**src/rtl/mfi_pkg.sv**
```systemverilog
package mfi_pkg;
  localparam int ADDR_W = 3;
  localparam logic [ADDR_W-1:0] ADDR_SRC_FLAG = 3'd0;
  localparam logic [ADDR_W-1:0] ADDR_SRC_EN   = 3'd1;
  localparam logic [ADDR_W-1:0] ADDR_GRP_FLAG = 3'd2;
  localparam logic [ADDR_W-1:0] ADDR_GRP_EN   = 3'd3;
  localparam logic [ADDR_W-1:0] ADDR_CTL      = 3'd4;
  localparam int MAP_W = 3;

  typedef struct packed {
    logic wrSrcFlag;
    logic wrSrcEn;
    logic wrGrpFlag;
    logic wrGrpEn;
    logic wrCtl;
    logic service;
  } mfiStrobe_t;
endpackage

```
**src/rtl/mfi_ctrl.sv**
```systemverilog
module mfi_ctrl
  import mfi_pkg::*;
#(
  parameter int NUM_GRP = 4,
  parameter int GW = 2
) (
  input  logic              wrEn,
  input  logic [ADDR_W-1:0] wrAddr,
  input  logic [NUM_GRP-1:0] grpFlag,
  input  logic [NUM_GRP-1:0] grpEn,
  input  logic              globalEn,
  input  logic              stackNotFull,
  input  logic              ackIn,
  output mfiStrobe_t        stb,
  output logic [GW-1:0]     svcGrp,
  output logic              irqReq,
  output logic [GW-1:0]     irqGrp
);
  logic [NUM_GRP-1:0] pending;
  logic [GW-1:0] winner;

  assign pending = grpFlag & grpEn;

  // fixed priority: the lowest index wins
  always_comb begin
    winner = '0;
    for (int g = NUM_GRP - 1; g >= 0; g--) begin
      if (pending[g]) winner = GW'(g);
    end
  end

  assign irqReq = globalEn && stackNotFull && (|pending);
  assign irqGrp = winner;
  assign svcGrp = winner;

  always_comb begin
    stb.wrSrcFlag = wrEn && (wrAddr == ADDR_SRC_FLAG);
    stb.wrSrcEn   = wrEn && (wrAddr == ADDR_SRC_EN);
    stb.wrGrpFlag = wrEn && (wrAddr == ADDR_GRP_FLAG);
    stb.wrGrpEn   = wrEn && (wrAddr == ADDR_GRP_EN);
    stb.wrCtl     = wrEn && (wrAddr == ADDR_CTL);
    stb.service   = ackIn && irqReq;
  end
endmodule

```
**src/rtl/mfi_datapath.sv**
```systemverilog
module mfi_datapath
  import mfi_pkg::*;
#(
  parameter int NUM_SRC = 8,
  parameter int NUM_GRP = 4,
  parameter int DW = 8,
  parameter int GW = 2,
  parameter logic [NUM_SRC*MAP_W-1:0] GRP_MAP = 24'h6D2240
) (
  input  logic               clk,
  input  logic               rstN,
  input  logic [NUM_SRC-1:0] srcSet,
  input  logic [DW-1:0]      wrData,
  input  logic [ADDR_W-1:0]  rdAddr,
  input  mfiStrobe_t         stb,
  input  logic [GW-1:0]      svcGrp,
  output logic [DW-1:0]      rdData,
  output logic [NUM_GRP-1:0] grpFlag,
  output logic [NUM_GRP-1:0] grpEn,
  output logic               globalEn
);
  logic [NUM_SRC-1:0] srcFlag;
  logic [NUM_SRC-1:0] srcEn;
  logic [NUM_SRC-1:0] srcRise;
  logic [NUM_SRC-1:0] srcKeep;
  logic [NUM_GRP-1:0] grpHit;
  logic [NUM_GRP-1:0] grpClr;
  logic [NUM_GRP-1:0] svcMask;

  function automatic logic [NUM_SRC-1:0] membersOf(input int g);
    logic [NUM_SRC-1:0] m;
    m = '0;
    for (int s = 0; s < NUM_SRC; s++) begin
      if (int'(GRP_MAP[s*MAP_W +: MAP_W]) == g) m[s] = 1'b1;
    end
    return m;
  endfunction

  // a rising event is a strobe on a source whose flag is still clear
  assign srcRise = srcSet & ~srcFlag;

  for (genvar g = 0; g < NUM_GRP; g++) begin : gGroup
    localparam logic [NUM_SRC-1:0] MEMBERS = membersOf(g);
    assign grpHit[g] = |(srcRise & srcEn & MEMBERS);
  end

  assign srcKeep = stb.wrSrcFlag ? wrData[NUM_SRC-1:0] : '1;
  assign svcMask = stb.service ? (NUM_GRP'(1) << svcGrp) : '0;
  assign grpClr  = (stb.wrGrpFlag ? ~wrData[NUM_GRP-1:0] : '0) | svcMask;

  always_ff @(posedge clk) begin
    if (!rstN) begin
      srcFlag  <= '0;
      srcEn    <= '0;
      grpFlag  <= '0;
      grpEn    <= '0;
      globalEn <= 1'b0;
    end else begin
      srcFlag <= srcSet | (srcFlag & srcKeep);
      grpFlag <= grpHit | (grpFlag & ~grpClr);
      if (stb.wrSrcEn) srcEn <= wrData[NUM_SRC-1:0];
      if (stb.wrGrpEn) grpEn <= wrData[NUM_GRP-1:0];
      if (stb.service)    globalEn <= 1'b0;
      else if (stb.wrCtl) globalEn <= wrData[0];
    end
  end

  always_comb begin
    case (rdAddr)
      ADDR_SRC_FLAG: rdData = DW'(srcFlag);
      ADDR_SRC_EN:   rdData = DW'(srcEn);
      ADDR_GRP_FLAG: rdData = DW'(grpFlag);
      ADDR_GRP_EN:   rdData = DW'(grpEn);
      ADDR_CTL:      rdData = DW'(globalEn);
      default:       rdData = '0;
    endcase
  end
endmodule

```
**src/rtl/mfi_aggregator.sv**
```systemverilog
module mfi_aggregator
  import mfi_pkg::*;
#(
  parameter int NUM_SRC = 8,
  parameter int NUM_GRP = 4,
  parameter int DW = 8,
  parameter logic [NUM_SRC*MAP_W-1:0] GRP_MAP = 24'h6D2240,
  localparam int GW = (NUM_GRP > 1) ? $clog2(NUM_GRP) : 1
) (
  input  logic               clk,
  input  logic               rstN,
  input  logic [NUM_SRC-1:0] srcSet,
  input  logic               stackNotFull,
  input  logic               ackIn,
  input  logic               wrEn,
  input  logic [ADDR_W-1:0]  wrAddr,
  input  logic [DW-1:0]      wrData,
  input  logic [ADDR_W-1:0]  rdAddr,
  output logic [DW-1:0]      rdData,
  output logic               irqReq,
  output logic [GW-1:0]      irqGrp
);
  mfiStrobe_t stb;
  logic [GW-1:0] svcGrp;
  logic [NUM_GRP-1:0] grpFlag;
  logic [NUM_GRP-1:0] grpEn;
  logic globalEn;

  mfi_ctrl #(.NUM_GRP(NUM_GRP), .GW(GW)) u_ctrl (
    .wrEn(wrEn), .wrAddr(wrAddr), .grpFlag(grpFlag), .grpEn(grpEn),
    .globalEn(globalEn), .stackNotFull(stackNotFull), .ackIn(ackIn),
    .stb(stb), .svcGrp(svcGrp), .irqReq(irqReq), .irqGrp(irqGrp)
  );

  mfi_datapath #(
    .NUM_SRC(NUM_SRC), .NUM_GRP(NUM_GRP), .DW(DW), .GW(GW), .GRP_MAP(GRP_MAP)
  ) u_dp (
    .clk(clk), .rstN(rstN), .srcSet(srcSet), .wrData(wrData), .rdAddr(rdAddr),
    .stb(stb), .svcGrp(svcGrp), .rdData(rdData), .grpFlag(grpFlag),
    .grpEn(grpEn), .globalEn(globalEn)
  );
endmodule

```
**config.mk**
```make
export PLATFORM = sky130hd
export DESIGN_NAME = mfi_aggregator
export DESIGN_NICKNAME = d
export VERILOG_FILES = /design/src/rtl/mfi_pkg.sv /design/src/rtl/mfi_ctrl.sv /design/src/rtl/mfi_datapath.sv /design/src/rtl/mfi_aggregator.sv
export SDC_FILE = /design/constraint.sdc
export NUM_CORES = 1
export LEC_CHECK = 0
export BUFFER_PORTS_ARGS = -buffer_cell sky130_fd_sc_hd__clkbuf_2
export CAP_MARGIN = 5
export CORE_MARGIN = 2
export CORE_UTILIZATION = 40
export CTS_CLUSTER_SIZE = 40
export DETAILED_ROUTE_END_ITERATION = 16
export PLACE_DENSITY = 0.67
export SYNTH_ARGS = -nofsm -noshare
export SYNTH_HDL_FRONTEND = slang
export SYNTH_SLANG_ARGS = --single-unit
```
**constraint.sdc**
```tcl
create_clock -name clk -period 1.09 [get_ports clk]
set_clock_uncertainty 0.1 [all_clocks]
set_input_delay 0.109 -clock clk [delete_from_list [all_inputs] [get_ports clk]]
set_output_delay 0.109 -clock clk [all_outputs]
set_load 0.02 [all_outputs]
```
==> run_results.csv <==
group,metric,value,unit
outcome,violations,"negative hold slack, negative setup slack",
global_routing,grt_pass1_vias,1438,
sta,slew_headroom,0.817,
outcome,status,"complete, but fails checks",
logic_synthesis,ys_async_sr_fraction,0,
logic_synthesis,synth_common_cells,"dfxtp_1, mux2i_1, inv_1",
critical_path,cp_num_buf_inv,2,
logic_synthesis,synth_top_area_cell,"dfxtp_1",
critical_path,critical_path.cell_chain,"mux4_2, inv_2, o32ai_4, clkbuf_8",
sta,max_freq,607,MHz
detailed_routing,vias,1435,
floorplan,num_rows,20,
logic_synthesis,synth.most_common_cell,"dfxtp_1",
global_routing,grt_max_degree,16,
sta,drv_slew,0,
layout,num_antenna_cells,0,
critical_path,arrival,1.44,ns
layout,drive_above_1_share,0.581,
critical_path,start_kind,"register",
clock_network,clockBufferDepth,2,
placement,placed_cell_area,0.00181,sq mm
clock_network,htree_levels,1,
placement,gp_congestion,0.778,
floorplan,pin_count,38,
sta,period_share,1.51,
critical_path,cp_data_required_time,0.88,ns
logic_synthesis,synth-edff-count,0,
clock_network,cts_tree,"done",
floorplan,die_area,0.00378,sq mm
logic_synthesis,ys_ff_latch,25,
layout,nets,257,
critical_path,critical-path-slowest-cell,"mux4_2",
sta,rsz0062_at_grt,"yes",
floorplan,die_w,61.4,um
global_routing,antenna_found_initial,0,
clock_network,root_buffer,"clkbuf_4",
clock_network,clk_pin_slew,0.13,ns
power,power.density,790,mW/mm^2
global_routing,grt_usage,0.240,
critical_path,crit_type,"register to output port",
detailed_routing,drt-initial-drc-count,44,
logic_synthesis,yosysWarnings,0,
clock_network,cts_buffers,3,
detailed_routing,drcViolationCount,0,
min_path,hp-start,"wrData[3]",
critical_path,cp-end-kind,"output port",
critical_path,crit_fanout,2,
logic_synthesis,syn_avg_cell_area,9.43,sq um
layout,stdcell_area,0.00231,sq mm
logic_synthesis,ys.flop_type,"dfxtp_1",
power,leakage,0.000997,uW
critical_path,worstSetupStartpoint,"u_dp.grpEn[0]",
detailed_routing,via_per_inst,5.26,
clock_network,clk_latency,0.32,ns
sta,hold_violations,1,
logic_synthesis,synth.cell_area,0.00132,sq mm
layout,syn_to_final_growth,74.8,%
sta,tightest_slew,0.273,ns
logic_synthesis,post_synth_num_cell_types,34,
min_path,hold_class,"primary input to register",
detailed_routing,wire_per_inst,15.4,um
logic_synthesis,ys_seq_area_frac,0.379,
floorplan,die-height,61.4,um
critical_path,critPathTopFamily,"multiplexers",
sta,min_period,1.65,ns
critical_path,r2r_start,"u_dp.grpFlag[1]",
floorplan,start_util,0.425,
detailed_routing,drt_wl_total,4210,um
logic_synthesis,postSynthCellCount,140,
sta,finalSetupTns,-5.23,ns
placement,dp_hpwl,2850,um
sta,fin_ws,-0.557,ns
detailed_routing,ant_nets,0,
placement,portBuffers,37,
critical_path,max_stage_delay,0.47,ns
flow_run,maxCapViolCount,0,
clock_network,cts.sinks,25,
floorplan,coreArea,0.00310,sq mm
logic_synthesis,synth_top_cell_area_share,0.379,
logic_synthesis,synth_area_leaders,"dfxtp_1, mux2i_1, mux4_2, o21ai_2, inv_1",
detailed_routing,drt-pass1-iter-count,4,
sta,whs,-0.00480,ns
power,peakVddDrop,0.767,mV
sta,finalSetupViolCount,15,
global_routing,grt_pass1_wl,6610,um
global_routing,overflow,0,
logic_synthesis,syn_nets,167,
[per-layer routing]
| metal | global-route usage | part of all wire |
|---|---|---|
| met1 | 0.300 | 0.42 |
| met4 | 0.0821 | 0.020 |
| met2 | 0.407 | 0.51 |
| met3 | 0.0588 | 0.044 |
| met5 | 0 | 0 |
[repair_timing]
action                                 4_1_cts  5_1_grt
setup endpoints to repair                   16       16
pin swaps                                   11        7
resized for setup                           53       18
endpoints found under the hold margin       18        0
buffers inserted                             8        3
hold buffers                                16        0
[worst paths after layout]
| kind | endpoint | slack (ns) | cells after the start |
|---|---|---|---|
| min reg2reg | u_dp.srcFlag[5] | 0.39 | 2 |
| max | rdData[0] | -0.56 | 4 |
| min | u_dp.grpEn[3] | -0.005 | 3 |
| max reg2reg | u_dp.grpFlag[3] | -0.35 | 5 |
[report_power, final]
part	internal, uW	switching (uW)
Clock	143	270
Combinational	243	194
Sequential	949	24.4
Total	1330	489
[flip-flops by register name (all words and copies together) (netlist names)]
name           flops
u_dp.globalEn      1
u_dp.grpEn         4
u_dp.grpFlag       4
u_dp.srcEn         8
u_dp.srcFlag       8
[area by class of cell]
type / instances / area (sq um)
sequential: 25 / 529
multi-input combinational: 93 / 893
clock buffer: 4 / 26.3
fill: 213 / 796
tap: 44 / 55.1
inverter: 15 / 56.3
timing repair buffer: 92 / 747
[cell usage in the layout, fill, tap and decap left out, types with 2 or more instances in the layout]
| cell type | instances |
|---|---|
| buf_8 | 4 |
| o21ai_2 | 8 |
| a21oi_1 | 8 |
| and4bb_1 | 2 |
| a21oi_2 | 2 |
| dfxtp_2 | 17 |
| mux4_2 | 4 |
| a22oi_2 | 2 |
| a31oi_1 | 4 |
| nor2_1 | 12 |
| mux2i_1 | 17 |
| nor2b_4 | 3 |
| and3b_1 | 2 |
| o221ai_2 | 2 |
| clkbuf_4 | 4 |
| dfxtp_1 | 6 |
| buf_6 | 7 |
| buf_4 | 35 |
| clkbuf_2 | 26 |
| nor3_2 | 2 |
| nor3_1 | 2 |
| clkbuf_8 | 2 |
| nand3b_1 | 4 |
| inv_1 | 14 |
| dfxtp_4 | 2 |
| nand2_1 | 2 |
| dlygate4sd3_1 | 16 |
[tightest hold or removal path: stages]
cell	delay [ns]
clkbuf_2	0.13
mux2i_1	0.07
nor2_1	0.07
[cells by family (layout without fill, tap and decap cells)]
| logic type | count (synthesis) | count (layout) | synth area share |
|---|---|---|---|
| compound gates | 36 | 36 | 0.192 |
| buf+inv | 22 | 111 | 0.0682 |
| flops | 25 | 25 | 0.379 |
| mux | 21 | 21 | 0.197 |
| simple gates | 36 | 36 | 0.163 |
[through the flow]
stage | instances | worst slack, ns | utilization | total power, uW | hold slack, ns
finish | 273 | -0.557 | 0.744 | 1820 | -0.00480
global route | 273 | -0.626 | 0.744 | 1920 | 0.0174
CTS | 271 | -0.578 | 0.724 | 1830 | 0.00202
detailed placement | 243 | -0.303 | 0.583 | 1330 | 0.224
global placement | 243 | -0.302 | 0.583 | 1310 | 0.216
floorplan | 140 | -0.0875 | - | 1160 | 0.108
(Power assumes the default switching activity.)
